**src/rtl/sreg_pkg.sv**
```systemverilog
package sreg_pkg;
  localparam int CH_N    = 2;
  localparam int DW      = 8;
  localparam int PTR_W   = 3;
  localparam int ERR_W   = 3;
  localparam int CAUSE_N = 4;
  localparam int CODE_W  = 3;
  localparam int VEC_LSB = 1;
  localparam int CW      = (CH_N > 1) ? $clog2(CH_N) : 1;

  localparam logic [2:0] CMD_EXTRST = 3'b010;
  localparam logic [2:0] CMD_CHRST  = 3'b011;

  // cause index doubles as the low bits of the vector code
  localparam int C_TX   = 0;
  localparam int C_EXT  = 1;
  localparam int C_RX   = 2;
  localparam int C_SPEC = 3;

  localparam logic [CODE_W-1:0] CODE_IDLE = 3'b011;
endpackage

```
**src/rtl/ser_chan_regs.sv**
```systemverilog
module ser_chan_regs
  import sreg_pkg::*;
#(
  parameter bit HAS_VEC = 1'b0
) (
  input  logic               clk,
  input  logic               rst_n,
  input  logic               ctl_wr,
  input  logic               ctl_rd,
  input  logic [DW-1:0]      wdata,
  input  logic               rx_avail,
  input  logic               tx_empty,
  input  logic [ERR_W-1:0]   rx_err,
  input  logic               cts,
  input  logic               dcd,
  input  logic               brk,
  input  logic               any_irq,
  input  logic [DW-1:0]      vec_in,
  output logic [DW-1:0]      rd_val,
  output logic [DW-1:0]      wr2,
  output logic [DW-1:0]      wr3,
  output logic [DW-1:0]      wr4,
  output logic [DW-1:0]      wr5,
  output logic               sav,
  output logic [CAUSE_N-1:0] pend
);
  logic [PTR_W-1:0] ptr;
  logic [DW-1:0]    wr1;
  logic             ext_pend;
  logic [2:0]       line_prev;
  logic [2:0]       line_now;
  logic             at_wr0, chrst, extclr, line_chg;

  assign at_wr0   = ctl_wr && (ptr == '0);
  assign chrst    = at_wr0 && (wdata[5:3] == CMD_CHRST);
  assign extclr   = at_wr0 && (wdata[5:3] == CMD_EXTRST);
  assign line_now = {brk, cts, dcd};
  assign line_chg = (line_now != line_prev);

  always_ff @(posedge clk) begin
    if (!rst_n || chrst) begin
      ptr <= '0;
      wr1 <= '0;
      wr2 <= '0;
      wr3 <= '0;
      wr4 <= '0;
      wr5 <= '0;
    end else if (at_wr0) begin
      ptr <= wdata[PTR_W-1:0];
    end else if (ctl_wr) begin
      ptr <= '0;
      case (ptr)
        3'd1: wr1 <= wdata;
        3'd2: if (HAS_VEC) wr2 <= wdata;
        3'd3: wr3 <= wdata;
        3'd4: wr4 <= wdata;
        3'd5: wr5 <= wdata;
        default: ;
      endcase
    end else if (ctl_rd) begin
      ptr <= '0;
    end
  end

  always_ff @(posedge clk) begin
    if (!rst_n) line_prev <= '0;
    else        line_prev <= line_now;
  end

  always_ff @(posedge clk) begin
    if (!rst_n || chrst || extclr) ext_pend <= 1'b0;
    else if (wr1[0] && line_chg)   ext_pend <= 1'b1;
  end

  logic rx_mode_on;
  assign rx_mode_on   = (wr1[4:3] != 2'b00);
  assign pend[C_SPEC] = rx_mode_on && (|rx_err);
  assign pend[C_RX]   = rx_mode_on && rx_avail;
  assign pend[C_EXT]  = ext_pend;
  assign pend[C_TX]   = wr1[1] && tx_empty;
  assign sav          = wr1[2];

  always_comb begin
    rd_val = '0;
    case (ptr)
      3'd0: rd_val = {brk, 1'b0, cts, 1'b0, dcd, tx_empty, any_irq, rx_avail};
      3'd1: rd_val = {1'b0, rx_err, 4'b0000};
      3'd2: rd_val = HAS_VEC ? vec_in : '0;
      default: rd_val = '0;
    endcase
  end

  logic unused_bits;
  assign unused_bits = ^{wr1[7:5], vec_in};


  ptr_return_chk: assert property (@(posedge clk) disable iff (!rst_n)
    ((ctl_wr || ctl_rd) && ptr != '0) |=> (ptr == '0));

  chan_reset_chk: assert property (@(posedge clk) disable iff (!rst_n)
    chrst |=> (wr1 == '0 && wr3 == '0 && wr5 == '0 && !ext_pend && ptr == '0));

  ext_clear_chk: assert property (@(posedge clk) disable iff (!rst_n)
    extclr |=> !ext_pend);

  ext_set_cause_chk: assert property (@(posedge clk) disable iff (!rst_n)
    $rose(ext_pend) |-> ($past(wr1[0]) && $past(line_chg)));
endmodule

```
**src/rtl/ser_irq_arb.sv**
```systemverilog
module ser_irq_arb
  import sreg_pkg::*;
(
  input  logic [CAUSE_N-1:0] pend [CH_N],
  input  logic [DW-1:0]      base,
  input  logic               sav,
  output logic [DW-1:0]      vec,
  output logic               req
);
  logic [CODE_W-1:0] code;
  logic              found;

  always_comb begin
    found = 1'b0;
    code  = CODE_IDLE;
    for (int c = 0; c < CH_N; c++) begin
      for (int k = CAUSE_N - 1; k >= 0; k--) begin
        if (!found && pend[c][k]) begin
          found = 1'b1;
          code  = {(c == 0), k[1:0]};
        end
      end
    end
  end

  assign req = found;

  always_comb begin
    vec = base;
    if (sav) vec[VEC_LSB +: CODE_W] = code;
  end
endmodule

```
**src/rtl/ser_regif_top.sv**
```systemverilog
module ser_regif_top
  import sreg_pkg::*;
(
  input  logic                  clk,
  input  logic                  rst_n,
  input  logic                  ch_sel,
  input  logic                  ctl_sel,
  input  logic                  wr_en,
  input  logic                  rd_en,
  input  logic                  int_ack,
  input  logic [DW-1:0]         wdata,
  output logic [DW-1:0]         rdata,
  output logic                  int_req,
  output logic [DW-1:0]         tx_byte,
  output logic [CH_N-1:0]       tx_load,
  input  logic [CH_N*DW-1:0]    rx_byte,
  output logic [CH_N-1:0]       rx_take,
  input  logic [CH_N-1:0]       rx_avail,
  input  logic [CH_N-1:0]       tx_empty,
  input  logic [CH_N*ERR_W-1:0] rx_err,
  input  logic [CH_N-1:0]       cts,
  input  logic [CH_N-1:0]       dcd,
  input  logic [CH_N-1:0]       brk,
  output logic [CH_N-1:0]       rx_go,
  output logic [CH_N-1:0]       tx_go,
  output logic [CH_N-1:0]       rts,
  output logic [CH_N-1:0]       dtr,
  output logic [2*CH_N-1:0]     rx_len,
  output logic [2*CH_N-1:0]     tx_len,
  output logic [CH_N*DW-1:0]    fmt
);
  logic [DW-1:0]      rd_val [CH_N];
  logic [DW-1:0]      wr2    [CH_N];
  logic [DW-1:0]      wr3    [CH_N];
  logic [DW-1:0]      wr4    [CH_N];
  logic [DW-1:0]      wr5    [CH_N];
  logic               sav    [CH_N];
  logic [CAUSE_N-1:0] pend   [CH_N];
  logic [DW-1:0]      vec;
  logic               bus_live;

  assign bus_live = !int_ack;
  assign tx_byte  = wdata;

  for (genvar c = 0; c < CH_N; c++) begin : g_ch
    logic hit, auto_on;
    assign hit = bus_live && (ch_sel == CW'(c));

    ser_chan_regs #(.HAS_VEC(c == CH_N - 1)) u_ch (
      .clk      (clk),
      .rst_n    (rst_n),
      .ctl_wr   (hit && ctl_sel && wr_en),
      .ctl_rd   (hit && ctl_sel && rd_en),
      .wdata    (wdata),
      .rx_avail (rx_avail[c]),
      .tx_empty (tx_empty[c]),
      .rx_err   (rx_err[c*ERR_W +: ERR_W]),
      .cts      (cts[c]),
      .dcd      (dcd[c]),
      .brk      (brk[c]),
      .any_irq  ((c == 0) ? int_req : 1'b0),
      .vec_in   (vec),
      .rd_val   (rd_val[c]),
      .wr2      (wr2[c]),
      .wr3      (wr3[c]),
      .wr4      (wr4[c]),
      .wr5      (wr5[c]),
      .sav      (sav[c]),
      .pend     (pend[c])
    );

    assign tx_load[c]       = hit && !ctl_sel && wr_en;
    assign rx_take[c]       = hit && !ctl_sel && rd_en;
    assign auto_on          = wr3[c][5];
    assign rx_go[c]         = wr3[c][0] && (!auto_on || dcd[c]);
    assign tx_go[c]         = wr5[c][3] && (!auto_on || cts[c]);
    assign rts[c]           = wr5[c][1];
    assign dtr[c]           = wr5[c][7];
    assign rx_len[2*c +: 2] = wr3[c][7:6];
    assign tx_len[2*c +: 2] = wr5[c][6:5];
    assign fmt[c*DW +: DW]  = wr4[c];

    logic unused_cfg;
    assign unused_cfg = ^{wr3[c][4:1], wr5[c][4], wr5[c][2], wr5[c][0]};
  end

  ser_irq_arb u_arb (
    .pend (pend),
    .base (wr2[CH_N-1]),
    .sav  (sav[CH_N-1]),
    .vec  (vec),
    .req  (int_req)
  );

  always_comb begin
    rdata = '0;
    if (int_ack)     rdata = vec;
    else if (rd_en)  rdata = ctl_sel ? rd_val[ch_sel] : rx_byte[ch_sel*DW +: DW];
  end

  logic unused_a;
  assign unused_a = ^{wr2[0], sav[0]};
endmodule

```
**config.mk**
```make
export PLATFORM = sky130hd
export DESIGN_NAME = ser_regif_top
export DESIGN_NICKNAME = d
export VERILOG_FILES = /design/src/rtl/sreg_pkg.sv /design/src/rtl/ser_chan_regs.sv /design/src/rtl/ser_irq_arb.sv /design/src/rtl/ser_regif_top.sv
export SDC_FILE = /design/constraint.sdc
export NUM_CORES = 1
export LEC_CHECK = 0
export ABC_AREA = 1
export BUFFER_PORTS_ARGS = -buffer_cell sky130_fd_sc_hd__buf_2
export CORE_MARGIN = 2
export CORE_UTILIZATION = 45
export CTS_BUF_LIST = sky130_fd_sc_hd__clkbuf_8
export DETAILED_ROUTE_END_ITERATION = 8
export HOLD_SLACK_MARGIN = 0.06
export PLACE_DENSITY_LB_ADDON = 0.05
export SETUP_SLACK_MARGIN = 0.1
export SYNTH_ARGS = -nofsm -noshare
export SYNTH_HDL_FRONTEND = slang
export SYNTH_SLANG_ARGS = --single-unit
```
**constraint.sdc**
```tcl
create_clock -name clk -period 2.4 [get_ports clk]
set_clock_uncertainty 0.2 [all_clocks]
set_input_delay 0.48 -clock clk [delete_from_list [all_inputs] [get_ports clk]]
set_output_delay 0.48 -clock clk [all_outputs]
set_load 0.02 [all_outputs]
```
==> out/summary.json <==
{
  "critical_path": {
    "critPathCaptureType": "output port",
    "maximum_cell_stage_delay_along_the_critical_path_ps": 320,
    "critPathRequiredTime_ps": 1720,
    "sequence_of_cells_on_the_critical_path": "or2_4 > nand2_2 > nand2_2 > nor2_4 > nand3_2 > nand3_2 > nand2_2 > nand3_2 > nand2_1 > nand2_1 > nand2_1 > nand2_1 > nand2_2 > buf_6",
    "slowest_stage": "dfxtp_2",
    "timing.critical_path.fanout_max": 3,
    "startpoint_type": "flip-flop",
    "arr_time_crit_path_ps": 1850,
    "criticalPathCategory": "flip-flop to output port",
    "crit_family": "simple AND/OR/NAND/NOR gates",
    "cp_num_buf_inv": 1
  },
  "power": {
    "power.static_leakage_nw": 2.08,
    "total_switching_power_mw": 0.639,
    "swShare": 0.261,
    "pwr-share-seq": 0.445,
    "internal_power_mw": 1.81,
    "irDropWorstVdd_uv": 365,
    "comb_power_share": 0.121,
    "pwr_density_cell_mw_per_mm2": 539,
    "p_clk_frac": 0.434
  },
  "die": {
    "placeableCoreArea_mm2": 0.00725,
    "row_count": 31,
    "dieHeight_um": 90.3,
    "floorplan.initialDensity": 0.462,
    "io_pins": 100,
    "floorplan.die_area_mm2": 0.00816,
    "die_width_um": 90.3
  },
  "route": {
    "antenna_violating_nets_post_route": 0,
    "drt_iter0_drc": 178,
    "routedWlPerCell_um": 14.7,
    "routed_wl_um": 10400,
    "number_of_design_rule_violations_left_after_detail_routing": 0,
    "vias": 3580,
    "vias_per_cell": 5.06,
    "firstDrtPassIters": 4
  },
  "logic_synthesis": {
    "post_synth_inst_count": 487,
    "syn_area_per_cell_um2": 6.89,
    "ys_warn_count": 0,
    "synth_top_cell_by_area": "dfxtp_1",
    "synth.cell_area_mm2": 0.00335,
    "ys_seq_elements": 65,
    "synth.top_cell.area_share": 0.388,
    "synth_seq_area_share": 0.388,
    "mappedNetlistNets": 534,
    "post_synth_main_area_contributors": "dfxtp_1 (39%), nand2_1 (13%), a21oi_1 (8.5%), inv_1 (5.7%), buf_4 (5.4%)",
    "yosys.cell_types.count": 37
  },
  "outcome": {
    "run_status": "finished with violations",
    "violated_checks": "negative setup slack"
  },
  "clock_network": {
    "cts_inserted_buffers": 9,
    "cts_num_sinks": 65,
    "cts_htree_levels": 3,
    "cts_tree": "built",
    "clk_latency_ps": 340,
    "clk_transition_reported_paths_ps": 80,
    "cts_root_buffer": "clkbuf_8",
    "clockBufferDepth": 2
  },
  "sta": {
    "finalCriticalPeriod_ps": 2530,
    "finalMaxSlewViolations": 0,
    "finalWorstSetupSlack_ps": -132,
    "achievable-frequency_ghz": 0.395,
    "final.period_utilization": 1.05,
    "finalSetupViolations": 4,
    "relSlewSlack": 0.685,
    "rsz_0062_raised_after_global_routing": "true",
    "tightestPinTransition_ps": 469,
    "timing.final.hold_violations": 0
  },
  "grt": {
    "global_route_wire_length_before_repair_um": 16400,
    "grt_start_max_net_pins": 26,
    "first_global_vias": 3366,
    "groute.usage.overall": 0.253,
    "grt-ovfl-total": 0,
    "antenna_violations_before_repair": 0
  },
  "final_layout": {
    "final_core_density": 0.627,
    "insertedDiodeCount": 0,
    "drive_gt1_frac": 0.370,
    "final-instance-count-excl-fill": 707,
    "fin_area_mm2": 0.00455,
    "syn2layout_area_growth_pct": 35.5,
    "nets": 650
  },
  "placement": {
    "post_dp_cell_area_mm2": 0.00398,
    "port_buffers": 99,
    "place.detailed.instances": 678,
    "place_congestion": 0.874,
    "detailedPlacementHpwl_um": 7590
  },
  "job": {
    "maxcap_viol_count": 0
  },
  "min_path": {
    "hold_class": "input port to flip-flop"
  }
}
## per-stage QoR
stage          TNS (ps)  total power [mW]  worst slack, ps  hold slack (ps)
2_1_floorplan         0              1.26              103              230
3_3_place_gp       -185              1.38             -110              242
3_5_place_dp       -287              1.38             -149              244
4_1_cts            -283              2.45             -133              114
5_1_grt            -969              2.55             -283              130
6_report           -285              2.45             -132              119
## per-layer routing
layer / GRT usage / up-vias / routed length, um
li1: - / 1821 / -
met1: 0.326 / 1645 / 4670
met2: 0.425 / 102 / 5010
met3: 0.0459 / 12 / 557
met4: 0.0897 / 0 / 125
met5: 0 / - / 0
## worst register-to-register path, delay by kind of cell (launching register included)
| kind | cells | cell delay [ps] |
|---|---|---|
| DFF | 1 | 410 |
| buffers and inverters | 2 | 180 |
| and+or+nand+nor | 3 | 760 |
| AOI/OAI and AO/OA | 1 | 240 |
## layout by cell type, fill, tap and decap left out, drive strengths merged
cell and n:
a211oi 7, a21boi 2, a21oi 57, a221oi 4, a22o 1, a22oi 6
a31oi 1, buf 140, bufinv 2, clkbuf 10, clkinv 2, dfxtp 65
inv 58, nand2 120, nand3 21, nand3b 1, nand4 2, nor2 51
nor3 11, nor4 2, o211ai 3, o21ai 30, o221ai 1, o22ai 4
o311ai 1, o31ai 2, or2 3, xor2 1
## power groups by stage
stage	combinational (mW)	clock, mW	sequential, mW
after detailed placement	0.269	0	1.12
after floorplan	0.149	0	1.12
after CTS	0.293	1.07	1.09
after global routing	0.321	1.14	1.09
after global placement	0.267	0	1.12
final	0.297	1.06	1.09
## registers in the layout, indices dropped and copies added (netlist names)
| register | count |
|---|---|
| g_ch.u_ch.ptr | 6 |
| g_ch.u_ch.line_prev | 6 |
| g_ch.u_ch.wr3 | 8 |
| g_ch.u_ch.ext_pend | 2 |
| g_ch.u_ch.wr2 | 8 |
| g_ch.u_ch.wr4 | 16 |
| g_ch.u_ch.wr1 | 9 |
| g_ch.u_ch.wr5 | 10 |
## path summary, 6_finish.rpt
check                      start  depth (start not counted)                   endpoint  slack (ps)
max          g_ch[1].u_ch.wr1[3]                         14                   rdata[2]        -130
min                       cts[1]                          3  g_ch[1].u_ch.line_prev[1]         120
max reg2reg  g_ch[1].u_ch.ptr[2]                          6        g_ch[1].u_ch.wr4[6]         490
min reg2reg  g_ch[1].u_ch.wr5[3]                          2        g_ch[1].u_ch.wr5[3]         250
## timing repair
item                                    in CTS  in global routing
gates resized for setup                     81                  8
endpoints found under the setup margin       8                  8
hold buffers                                 0                  0
setup buffers                               10                  4
pin swaps                                   26                 20
## Yosys cell counts (all sizes together)
cell,count
nand4,2
o211ai,3
or2,3
a31oi,1
o31ai,2
o311ai,1
nand3b,1
a211oi,7
clkbuf,7
o221ai,1
nor4,2
a22o,1
nand3,21
nand2,120
buf,28
a21boi,2
o22ai,4
xor2,1
dfxtp,65
inv,56
nor3,11
o21ai,30
a22oi,6
a21oi,57
nor2,51
a221oi,4
## cells by family (layout without fill, tap and decap cells)
kind of cell / count (synthesis) / after routing / synth area share
AND/OR/NAND/NOR: 211 / 211 / 0.273
AO/OA/AOI/OAI: 119 / 119 / 0.207
buffers and inverters: 91 / 212 / 0.129
flip-flops: 65 / 65 / 0.388
XOR/XNOR: 1 / 1 / 0.00261
## cell type report
| type | count | area, um2 |
|---|---|---|
| clock buffer | 10 | 138 |
| timing repair buffer | 140 | 855 |
| multi-input combinational | 331 | 1800 |
| inverter | 56 | 215 |
| tap | 99 | 124 |
| fill | 697 | 2710 |
| clock inverter | 6 | 90.1 |
| sequential | 65 | 1320 |
(Power assumes the default switching activity.)
